File: config.mk
export PLATFORM = sky130hd
export DESIGN_NAME = cpl_watchdog
export DESIGN_NICKNAME = d
export VERILOG_FILES = /design/src/rtl/cpl_wd_pkg.sv /design/src/rtl/cpl_wd_settle.sv /design/src/rtl/cpl_wd_change.sv /design/src/rtl/cpl_wd_limit.sv /design/src/rtl/cpl_wd_match.sv /design/src/rtl/cpl_watchdog.sv
export SDC_FILE = /design/constraint.sdc
export NUM_CORES = 1
export LEC_CHECK = 0
export BUFFER_PORTS_ARGS = -buffer_cell sky130_fd_sc_hd__buf_2
export CAP_MARGIN = 0
export CELL_PAD_IN_SITES_DETAIL_PLACEMENT = 0
export CELL_PAD_IN_SITES_GLOBAL_PLACEMENT = 2
export CORE_UTILIZATION = 35
export DETAILED_ROUTE_END_ITERATION = 10
export GPL_ROUTABILITY_DRIVEN = 0
export PLACE_DENSITY = 0.86
export SLEW_MARGIN = 20
export SYNTH_ARGS = -nofsm -noshare
export SYNTH_HDL_FRONTEND = slang
export SYNTH_SLANG_ARGS = --single-unit
File: constraint.sdc
create_clock -name clk -period 4.35 [get_ports clk]
set_input_delay 0.6525 -clock clk [delete_from_list [all_inputs] [get_ports clk]]
set_output_delay 0.6525 -clock clk [all_outputs]
set_load 0.1 [all_outputs]
File: src/rtl/cpl_wd_pkg.sv
package cpl_wd_pkg;

  localparam int unsigned CPL_PORTS = 2;

  typedef enum logic [1:0] {
    IVL_CHANGED   = 2'd0,
    IVL_SAME_SPIN = 2'd1,
    IVL_SAME_DUAL = 2'd2
  } ivl_kind_e;

endpackage

File: src/rtl/cpl_wd_settle.sv
module cpl_wd_settle #(
  parameter int unsigned CW = 16
) (
  input  logic          clk,
  input  logic          rst_n,
  input  logic [CW-1:0] settle,
  output logic          armed
);

  logic [CW-1:0] cnt_q, cnt_d;
  logic          armed_q, armed_d;

  always_comb begin
    cnt_d   = cnt_q;
    armed_d = armed_q;
    if (!armed_q) begin
      if (cnt_q == settle) armed_d = 1'b1;
      else                 cnt_d   = cnt_q + {{(CW-1){1'b0}}, 1'b1};
    end
  end

  always_ff @(posedge clk or negedge rst_n) begin
    if (!rst_n) begin
      cnt_q   <= '0;
      armed_q <= 1'b0;
    end else begin
      cnt_q   <= cnt_d;
      armed_q <= armed_d;
    end
  end

  assign armed = armed_q;

  AST_ARMED_STICKY: assert property (@(posedge clk) disable iff (!rst_n)
    armed_q |=> armed_q);

endmodule

File: src/rtl/cpl_wd_change.sv
module cpl_wd_change
  import cpl_wd_pkg::*;
#(
  parameter int unsigned NP = 2,
  parameter int unsigned AW = 30
) (
  input  logic             clk,
  input  logic             rst_n,
  input  logic             upd_en,
  input  logic [NP-1:0]    vld,
  input  logic [NP*AW-1:0] waddr,
  output ivl_kind_e        kind,
  output logic             any_cpl
);

  logic [NP-1:0]    ref_vld_q, ref_vld_d;
  logic [NP*AW-1:0] ref_addr_q, ref_addr_d;
  logic [NP-1:0]    same;

  for (genvar p = 0; p < NP; p++) begin : g_port
    assign same[p] = (vld[p] == ref_vld_q[p]) &&
                     (!vld[p] || (waddr[p*AW +: AW] == ref_addr_q[p*AW +: AW]));
  end

  always_comb begin
    if (!(&same))      kind = IVL_CHANGED;
    else if (&vld)     kind = IVL_SAME_DUAL;
    else               kind = IVL_SAME_SPIN;
  end

  assign any_cpl = |vld;

  always_comb begin
    ref_vld_d  = ref_vld_q;
    ref_addr_d = ref_addr_q;
    if (upd_en && (kind == IVL_CHANGED)) begin
      ref_vld_d  = vld;
      ref_addr_d = waddr;
    end
  end

  always_ff @(posedge clk or negedge rst_n) begin
    if (!rst_n) begin
      ref_vld_q  <= '0;
      ref_addr_q <= '0;
    end else begin
      ref_vld_q  <= ref_vld_d;
      ref_addr_q <= ref_addr_d;
    end
  end

  AST_REF_FOLLOWS: assert property (@(posedge clk) disable iff (!rst_n)
    (upd_en && kind == IVL_CHANGED) |=> (ref_vld_q == $past(vld)));

endmodule

File: src/rtl/cpl_wd_limit.sv
module cpl_wd_limit #(
  parameter int unsigned CW = 16
) (
  input  logic          clk,
  input  logic          rst_n,
  input  logic          en,
  input  logic          step,
  input  logic          clr,
  input  logic [CW-1:0] limit,
  output logic          flag
);

  logic [CW-1:0] cnt_q, cnt_d;
  logic          flag_q, flag_d;
  logic [CW:0]   cnt_inc;

  assign cnt_inc = {1'b0, cnt_q} + {{CW{1'b0}}, 1'b1};

  always_comb begin
    cnt_d  = cnt_q;
    flag_d = flag_q;
    if (en) begin
      if (clr) begin
        cnt_d = '0;
      end else if (step) begin
        if (!cnt_inc[CW]) cnt_d = cnt_inc[CW-1:0];
        if ((limit != '0) && (cnt_inc >= {1'b0, limit})) flag_d = 1'b1;
      end
    end
  end

  always_ff @(posedge clk or negedge rst_n) begin
    if (!rst_n) begin
      cnt_q  <= '0;
      flag_q <= 1'b0;
    end else begin
      cnt_q  <= cnt_d;
      flag_q <= flag_d;
    end
  end

  assign flag = flag_q;

  AST_LIMIT_OFF: assert property (@(posedge clk) disable iff (!rst_n)
    (limit == '0 && !flag_q) |=> !flag_q);

  AST_FLAG_STICKY: assert property (@(posedge clk) disable iff (!rst_n)
    flag_q |=> flag_q);

endmodule

File: src/rtl/cpl_wd_match.sv
module cpl_wd_match #(
  parameter int unsigned        NP   = 2,
  parameter int unsigned        AW   = 30,
  parameter logic [AW+1:0]      PASS = 32'h7F0,
  parameter logic [AW+1:0]      FAIL = 32'h7F4
) (
  input  logic [NP-1:0]    vld,
  input  logic [NP*AW-1:0] waddr,
  output logic             pass_hit,
  output logic             fail_hit
);

  logic [NP-1:0] p_hit, f_hit;

  for (genvar p = 0; p < NP; p++) begin : g_cmp
    logic [AW+1:0] baddr;
    assign baddr    = {waddr[p*AW +: AW], 2'b00};
    assign p_hit[p] = vld[p] && (baddr == PASS);
    assign f_hit[p] = vld[p] && (baddr == FAIL);
  end

  assign pass_hit = |p_hit;
  assign fail_hit = |f_hit;

endmodule

File: src/rtl/cpl_watchdog.sv
module cpl_watchdog
  import cpl_wd_pkg::*;
#(
  parameter int unsigned   AW             = 30,
  parameter int unsigned   CW             = 16,
  parameter logic [AW+1:0] PASS_BYTE_ADDR = 32'h7F0,
  parameter logic [AW+1:0] FAIL_BYTE_ADDR = 32'h7F4
) (
  input  logic          clk,
  input  logic          rst_n,
  input  logic          sample_en,
  input  logic [CW-1:0] settle_cycles,
  input  logic [CW-1:0] hang_limit,
  input  logic [CW-1:0] loop_limit,
  input  logic          p0_cpl,
  input  logic [AW-1:0] p0_waddr,
  input  logic          p1_cpl,
  input  logic [AW-1:0] p1_waddr,
  output logic          armed_o,
  output logic          pass_o,
  output logic          fail_o,
  output logic          hang_o,
  output logic          loop_o,
  output logic          done_o
);

  localparam int unsigned NP = CPL_PORTS;

  logic [1:0]       rst_sync_q;
  logic             rst_int_n;
  logic [NP-1:0]    vld;
  logic [NP*AW-1:0] waddr;
  logic             active;
  ivl_kind_e        kind;
  logic             any_cpl;
  logic             pass_hit, fail_hit;
  logic             pass_q, pass_d, fail_q, fail_d;

  always_ff @(posedge clk or negedge rst_n) begin
    if (!rst_n) rst_sync_q <= 2'b00;
    else        rst_sync_q <= {rst_sync_q[0], 1'b1};
  end
  assign rst_int_n = rst_sync_q[1];

  assign vld   = {p1_cpl, p0_cpl};
  assign waddr = {p1_waddr, p0_waddr};

  cpl_wd_settle #(.CW(CW)) u_settle (
    .clk    (clk),
    .rst_n  (rst_int_n),
    .settle (settle_cycles),
    .armed  (armed_o)
  );

  assign active = armed_o && sample_en && !done_o;

  cpl_wd_change #(.NP(NP), .AW(AW)) u_change (
    .clk     (clk),
    .rst_n   (rst_int_n),
    .upd_en  (active),
    .vld     (vld),
    .waddr   (waddr),
    .kind    (kind),
    .any_cpl (any_cpl)
  );

  cpl_wd_limit #(.CW(CW)) u_loop (
    .clk   (clk),
    .rst_n (rst_int_n),
    .en    (active),
    .step  (kind == IVL_SAME_SPIN),
    .clr   (kind == IVL_CHANGED),
    .limit (loop_limit),
    .flag  (loop_o)
  );

  cpl_wd_limit #(.CW(CW)) u_hang (
    .clk   (clk),
    .rst_n (rst_int_n),
    .en    (active),
    .step  (!any_cpl),
    .clr   (any_cpl),
    .limit (hang_limit),
    .flag  (hang_o)
  );

  cpl_wd_match #(.NP(NP), .AW(AW), .PASS(PASS_BYTE_ADDR), .FAIL(FAIL_BYTE_ADDR)) u_match (
    .vld      (vld),
    .waddr    (waddr),
    .pass_hit (pass_hit),
    .fail_hit (fail_hit)
  );

  always_comb begin
    pass_d = pass_q;
    fail_d = fail_q;
    if (active) begin
      if (pass_hit) pass_d = 1'b1;
      if (fail_hit) fail_d = 1'b1;
    end
  end

  always_ff @(posedge clk or negedge rst_int_n) begin
    if (!rst_int_n) begin
      pass_q <= 1'b0;
      fail_q <= 1'b0;
    end else begin
      pass_q <= pass_d;
      fail_q <= fail_d;
    end
  end

  assign pass_o = pass_q;
  assign fail_o = fail_q;
  assign done_o = pass_q | fail_q | hang_o | loop_o;

  AST_NO_VERDICT_UNARMED: assert property (@(posedge clk) disable iff (!rst_n)
    !armed_o |-> !done_o);

  AST_PASS_IN_INTERVAL: assert property (@(posedge clk) disable iff (!rst_n)
    $rose(pass_o) |-> $past(sample_en && armed_o));

  AST_DONE_STICKY: assert property (@(posedge clk) disable iff (!rst_n)
    done_o |=> done_o);

  AST_FROZEN_AFTER_DONE: assert property (@(posedge clk) disable iff (!rst_n)
    $past(done_o) |-> $stable({pass_o, fail_o, hang_o, loop_o}));

  AST_HANG_OFF: assert property (@(posedge clk) disable iff (!rst_n)
    (hang_limit == '0 && !hang_o) |=> !hang_o);

endmodule

=== After elaboration in Yosys (flattened, before gate mapping) ===
Cells that the tools add are included.

* Register bits: 117
* Memories: 0
* Output and inout port bits: 6
* Bits in read-only memories: 0
* Bits in writable memories: 0
* Latch bits: 0
* Bits of input ports: 113
* Logic and storage cells: 76

* Shifts and indexed selects: 0
* Order comparisons: 2
* Divide/modulo/power cells: 0
* Bitwise gates (word level): 7
* Multipliers: 0
* Reductions and logical operators: 32
* $add $sub $neg: 3
* Multiplexer cells: 9
* Eq/ne operators: 12

{| class="wikitable"
|+ Operator list
! cell !! count
|-
| $eq 30x9->1 const B || 4
|-
| $mux 16 || 5
|-
| $eq 30x30->1 || 2
|-
| $add 16x1->17 const B || 2
|-
| $ge 17x16->1 || 2
|-
| $reduce_bool 16->1 || 2
|-
| $add 16x1->16 const B || 1
|-
| $eq 16x16->1 || 1
|-
| $reduce_and 2->1 || 6
|-
| $logic_and 1x1->1 || 11
|-
| $reduce_and 3->1 || 2
|-
| $reduce_or 2->1 || 3
|-
| $mux 2 || 2
|-
| $not 1->1 || 4
|-
| $reduce_and 4->1 || 1
|-
| $logic_not 1->1 || 3
|-
| $or 1x1->1 || 3
|-
| $eq 1x1->1 || 2
|-
| $eq 2x1->1 const B || 1
|-
| $logic_not 2->1 || 1
|-
| $logic_or 1x1->1 || 2
|-
| $mux 1 || 2
|-
| $ne 2x1->1 const B || 1
|-
| $ne 2x2->1 const B || 1
|-
| $reduce_bool 2->1 || 1
|}

=== Depth between registers and ports, before layout ===
* Depth in word-level cells: 8
* Depth in mapped cells: 13
* Mapped depth without buffers: 13

=== Modules after synthesis ===
From an unflattened synthesis, not the netlist that was laid out.

* Cell total of the unflattened synthesis: 738
* Area, all modules: 7733.7 um^2

{| class="wikitable"
|+ By module, submodules not included
! module !! sequential area each (um^2) !! instances !! area an instance (um^2) !! cells an instance
|-
| cpl_wd_change || 1551.5 || 1 || 3308.2 || 225
|-
| cpl_wd_limit || 425.4 || 2 || 1554.0 || 192
|-
| cpl_wd_settle || 425.4 || 1 || 963.4 || 91
|-
| cpl_wd_match || 0.0 || 1 || 193.9 || 25
|-
| cpl_watchdog || 100.1 || 1 || 160.2 || 13
|}

=== Worst setup path before layout ===
Ideal clock, no wire load.

* Kind: reg2reg
* Start: reg u_hang.cnt_q[0]
* End: reg u_hang.flag_q, in the netlist u_hang.flag
* Data required time: 4.228 ns
* Setup time: 0.122 ns
* Arrival: 2.459 ns
* Cell stages (with the launch flop): 13
* Path buffers: 0
* Period minus slack after synthesis: 2.581 ns
* Path slack: 1.769 ns
* Cell sequence: dfrtp_1 > ha_1 > nand3_1 > nor3_1 > xor2_1 > ha_1 > a21o_1 > a21o_1 > a21oi_1 > nor2b_1 > o21ai_0 > o311ai_0 > a41o_1

* Cells in the longest elaborated chain, start to end: 4

{| class="wikitable"
|+ Ends and longest elaborated chain
! item !! line !! source
|-
| start: declaration || cpl_wd_limit.sv:13 || <nowiki>logic [CW-1:0] cnt_q, cnt_d;</nowiki>
|-
| start signal: assignment || cpl_wd_limit.sv:37 || <nowiki>cnt_q <= cnt_d;</nowiki>
|-
| $add 16x1->17 || cpl_wd_limit.sv:17 || <nowiki>assign cnt_inc = {1'b0, cnt_q} + {{CW{1'b0}}, 1'b1};</nowiki>
|-
| $ge 17x16->1 || cpl_wd_limit.sv:27 || <nowiki>if ((limit != '0) && (cnt_inc >= {1'b0, limit})) flag_d = 1'b1;</nowiki>
|-
| $logic_and 1x1->1 || cpl_wd_limit.sv:27 ||
|-
| $reduce_and 3->1 (no line) || -- ||
|-
| end signal: assignment || cpl_wd_limit.sv:38 || <nowiki>flag_q <= flag_d;</nowiki>
|-
| end: declaration || cpl_wd_limit.sv:14 || <nowiki>logic flag_q, flag_d;</nowiki>
|}

No other way between the ends.
A chain may end at the register's enable or synchronous reset.

=== Worst setup path after layout ===
* Start: reg u_loop.cnt_q[0]
* End: reg u_loop.flag_q, in the netlist u_loop.flag

* Cells in the longest elaborated chain, start to end: 4

{| class="wikitable"
|+ Ends and longest elaborated chain
! item !! line
|-
| start: declaration || cpl_wd_limit.sv:13
|-
| start signal: assignment || cpl_wd_limit.sv:37
|-
| $add 16x1->17 || cpl_wd_limit.sv:17
|-
| $ge 17x16->1 || cpl_wd_limit.sv:27
|-
| $logic_and 1x1->1 || cpl_wd_limit.sv:27
|-
| $reduce_and 4->1 (no line) || --
|-
| end signal: assignment || cpl_wd_limit.sv:38
|-
| end: declaration || cpl_wd_limit.sv:14
|}

No other way between the ends.

==> run summary <==
## Worst setup path
* **startpoint types** flip-flop
* **crit-path cells** ha_1 -> nand3_2 -> or2_2 -> nor3_1 -> xor2_1 -> ha_1 -> a21oi_1 -> nand2_1 -> a211oi_1 -> o21ai_0 -> o221ai_1 -> a2bb2oi_1
* **length in cells of the worst reg-to-reg path** 12
* **Crit Path Category** flip-flop to flip-flop
* **data arrival time of the critical path** 3.27 ns
* **worst endpoint required time** 4.64 ns
* **worst reg2reg startpoint** u_loop.cnt_q[0]
* **cell with the most instances on the worst path** sky130_fd_sc_hd__ha_1
* **critical-path maximum fanout** 6
* **critical path capture point type** flip-flop
* **slack of the worst reg-to-reg path** 1.37 ns
* **buffers plus inverters on the worst setup path** 0
* **biggest cell delay along the critical path** 0.43 ns
* **critical path's slowest cell** sky130_fd_sc_hd__dfrtp_1
* **critical register-to-register path endpoint** u_loop.flag
* **cell type group with the largest total delay on the critical path** simple AND/OR/NAND/NOR gates

## Power and ir drop
* **fraction of power spent switching nets** 25.69%
* **internal power component** 2.098 mW
* **Cell Pwr Density** 329.4 nW/um^2
* **share of power burned in the clock network** 49.9%
* **NetSw** 725.5 uW
* **part of the total power dissipated in combinational logic** 8.2%
* **Static Leak** 4.393 nW
* **Worst IR Drop VDD** 0.2636 mV
* **sequential power share** 41.9%

## Clocking
* **TritonCTS Buffers** 17
* **total of cells resized after clock tree synthesis** 0
* **clock transition at the registers of the reported paths** 0.06 ns
* **clock insertion delay at the later pin of the skew report** 0.42 ns
* **TritonCTS Sinks** 117
* **buffer levels on the longest clock path** 2
* **Root Buffer Master** sky130_fd_sc_hd__clkbuf_16
* **H-tree level count** 4
* **CTS tree** yes

## Drt
* **Vias/cell** 5.003
* **topmost layer with routed signal wires** met4
* **routed length on met2** 7.323 mm
* **met3 wire length** 649 um
* **1st-iter DRT viols** 261
* **First-pass DRT Iterations** 5
* **total wire length** 16.31 mm
* **Post-route DRC** 0
* **Met1 Wirelength** 8.143 mm
* **routed len/inst** 15.26 um
* **routed via count** 5348
* **Detail Route Antenna Nets** 0

## Cells and area
* **Register Area** 2932 um^2
* **ANT cells** 0
* **area growth from synthesis to final layout** 20.75%
* **filler cell count in the final layout** 1926
* **area of the multi-input gates** 3956 um^2
* **Finished Cell Area** 8571 um^2
* **fin nets** 939
* **fraction of final layout cells with drive strength greater than 1** 29.35%

## Timing
* **share of the clock period used by the worst path** 68.49%
* **hold violation total from the final report** 0
* **number of failing setup endpoints in the final timing report** 0
* **unrepaired setup endpoints after global routing** false
* **number of pins with negative max-slew slack in the final report** 0
* **worst-case headroom to the max-slew limit** 34.03%
* **worst-case clock skew** 0.01492 ns
* **post-layout minimum cycle time** 2.979 ns
* **Final TNS setup** 0 ns
* **Worst-Margin Slew** 0.9858 ns
* **Max Freq** 0.3357 GHz

## Status
* **status** finished clean

## Synth
* **main combinational cell family by area after synthesis** XOR/XNOR gates
* **Synth async-reset ratio** 100.0%
* **number of synthesized register bits** 117
* **compound-cell area share of the yosys netlist** 10.17%
* **parity-gate share of the synthesized area counting xor and xnor cells** 14.81%
* **synthesized-area fraction occupied by adder cells** 6.170%
* **synthesized instance count** 665
* **total number of yosys warnings** 0
* **Simple-Gate Fraction of Synth Area** 14.60%
* **predominant post-synthesis flop cell** sky130_fd_sc_hd__dfrtp_1
* **Syn Nets** 813
* **number of different library cells in the post-synthesis netlist** 60
* **share of cell area taken by muxes after synthesis** 9.836%
* **per-instance average area after synthesis** 10.67 um^2
* **sequential-to-total area share from yosys stat** 41.25%
* **number of synthesized flops with an enable pin** 0
* **Post-Syn Area** 7098 um^2

## Die
* **chip height** 144.4 um
* **num ports** 119
* **Floorplan Core Area** 19650 um^2
* **number of core rows** 51
* **die outline width** 144.4 um
* **DIE AREA** 20850 um^2
* **initial cell density of the core** 36.12%

## Hold path
* **path type of the worst min-delay path** flip-flop to async pin

## Global route
* **antenna violations before repair** 0
* **pin count of the biggest net entering global routing** 64
* **vias in the first global route** 5240
* **GRT Util Overall** 16.56%
* **wire length of the first global-routing pass** 26.61 mm
* **GRT Residual Overflow** 0

## Place
* **cell area after placement** 7968 um^2
* **DPL Wire Length** 12.27 mm
* **count of buffers inserted at the top-level ports** 118

## Run
* **max-cap viol count** 0

==> cells in the mapped netlist, types with 10 or more instances <==
cell,number,area share (%)
sky130_fd_sc_hd__nor3_1,10,0.71
sky130_fd_sc_hd__inv_1,36,1.9
sky130_fd_sc_hd__dfrtp_1,117,41
sky130_fd_sc_hd__nand4_1,19,1.7
sky130_fd_sc_hd__nor2_1,28,1.5
sky130_fd_sc_hd__nor4_1,35,3.1
sky130_fd_sc_hd__nand3_1,14,0.99
sky130_fd_sc_hd__mux2_2,62,9.8
sky130_fd_sc_hd__xor2_1,92,11
sky130_fd_sc_hd__a22o_1,13,1.6
sky130_fd_sc_hd__xnor2_1,28,3.5
sky130_fd_sc_hd__ha_1,35,6.2
sky130_fd_sc_hd__o21ai_0,22,1.6
sky130_fd_sc_hd__nand2_1,38,2.0
==> state kept, by name, indices dropped and copies added, names as in the netlist <==
register and flops:
fail_o 1, u_hang.flag 1, u_change.ref_addr_q 60, u_settle.cnt_q 16, pass_o 1, u_loop.flag 1
u_loop.cnt_q 16, u_settle.armed 1, u_change.ref_vld_q 2, u_hang.cnt_q 16, rst_sync_q 2
==> per-layer routing <==
layer | vias up | GRT usage, %
met5 | - | 0
met4 | 0 | 4.986
met3 | 13 | 2.980
met2 | 93 | 25.76
met1 | 2577 | 23.28
li1 | 2665 | -
==> per-stage QoR <==
| stage | worst slack [ns] | std cells | hold slack, ns | power [mW] | utilization (%) |
|---|---|---|---|---|---|
| after floorplan | 0.8492 | 665 | 0.3312 | 1.313 | - |
| after global placement | 1.355 | 1036 | 0.3357 | 1.435 | 40.54 |
| after global routing | 1.059 | 1069 | 0.3547 | 2.943 | 43.61 |
| after detailed placement | 1.361 | 1036 | 0.3371 | 1.436 | 40.54 |
| after CTS | 1.365 | 1069 | 0.3457 | 2.862 | 43.61 |
| final | 1.371 | 1069 | 0.3079 | 2.824 | 43.61 |
==> power by group through the flow <==
stage	logic, mW	registers [mW]	clock network, mW
3_3_place_gp	0.232	1.20	0
4_1_cts	0.237	1.18	1.44
2_1_floorplan	0.115	1.20	0
5_1_grt	0.262	1.19	1.49
6_report	0.232	1.18	1.41
3_5_place_dp	0.234	1.20	0
==> cell usage in the layout, fill, tap and decap left out, drive strengths merged, types with 25 or more instances in the layout <==
cell type	count
dfrtp	117
nor4	37
xor2	92
ha	35
nand2	38
xnor2	28
inv	44
mux2	62
buf	121
o21ai	25
nor2	29
==> cells by family (layout without fill, tap and decap cells) <==
kind of cell / after synthesis / after routing
XOR/XNOR: 120 / 120
flip-flops: 117 / 117
AND/OR/NAND/NOR: 185 / 185
adder cells (fa/ha/maj): 35 / 35
other: 1 / 1
buffers and inverters: 51 / 190
AO/OA/AOI/OAI: 94 / 94
multiplexers: 62 / 62
==> worst max path at each step <==
stage | slack [ns] | cells past startpoint | from | to
after floorplan | 0.85 | 0 | rst_sync_q[1] | fail_o
after global placement | 1.36 | 12 | u_hang.cnt_q[0] | u_hang.flag
after detailed placement | 1.36 | 8 | p0_waddr[12] | u_loop.cnt_q[13]
after CTS | 1.37 | 12 | u_loop.cnt_q[0] | u_loop.flag
after global routing | 1.06 | 9 | u_hang.cnt_q[0] | u_hang.flag
final | 1.37 | 12 | u_loop.cnt_q[0] | u_loop.flag
==> worst reg2reg max path, stage by stage (launching register included) <==
cell,delay (ns)
sky130_fd_sc_hd__dfrtp_1,0.43
sky130_fd_sc_hd__ha_1,0.26
sky130_fd_sc_hd__nand3_2,0.19
sky130_fd_sc_hd__or2_2,0.37
sky130_fd_sc_hd__nor3_1,0.21
sky130_fd_sc_hd__xor2_1,0.25
sky130_fd_sc_hd__ha_1,0.30
sky130_fd_sc_hd__a21oi_1,0.13
sky130_fd_sc_hd__nand2_1,0.07
sky130_fd_sc_hd__a211oi_1,0.23
sky130_fd_sc_hd__o21ai_0,0.12
sky130_fd_sc_hd__o221ai_1,0.20
sky130_fd_sc_hd__a2bb2oi_1,0.10
==> final cells by class <==
class | instances | share of cell area (%)
clock buffer | 17 | 4.964
clock inverter | 15 | 1.956
inverter | 36 | 1.577
multi-input combinational | 497 | 46.16
sequential | 117 | 34.20
tap | 265 | 3.869
timing repair buffer | 122 | 7.270
==> what timing repair did <==
action / in CTS / in global routing
endpoints found under the hold margin: 2 / 0
hold buffers: 1 / 0
setup buffers: 0 / 0
(Power assumes the default switching activity.)
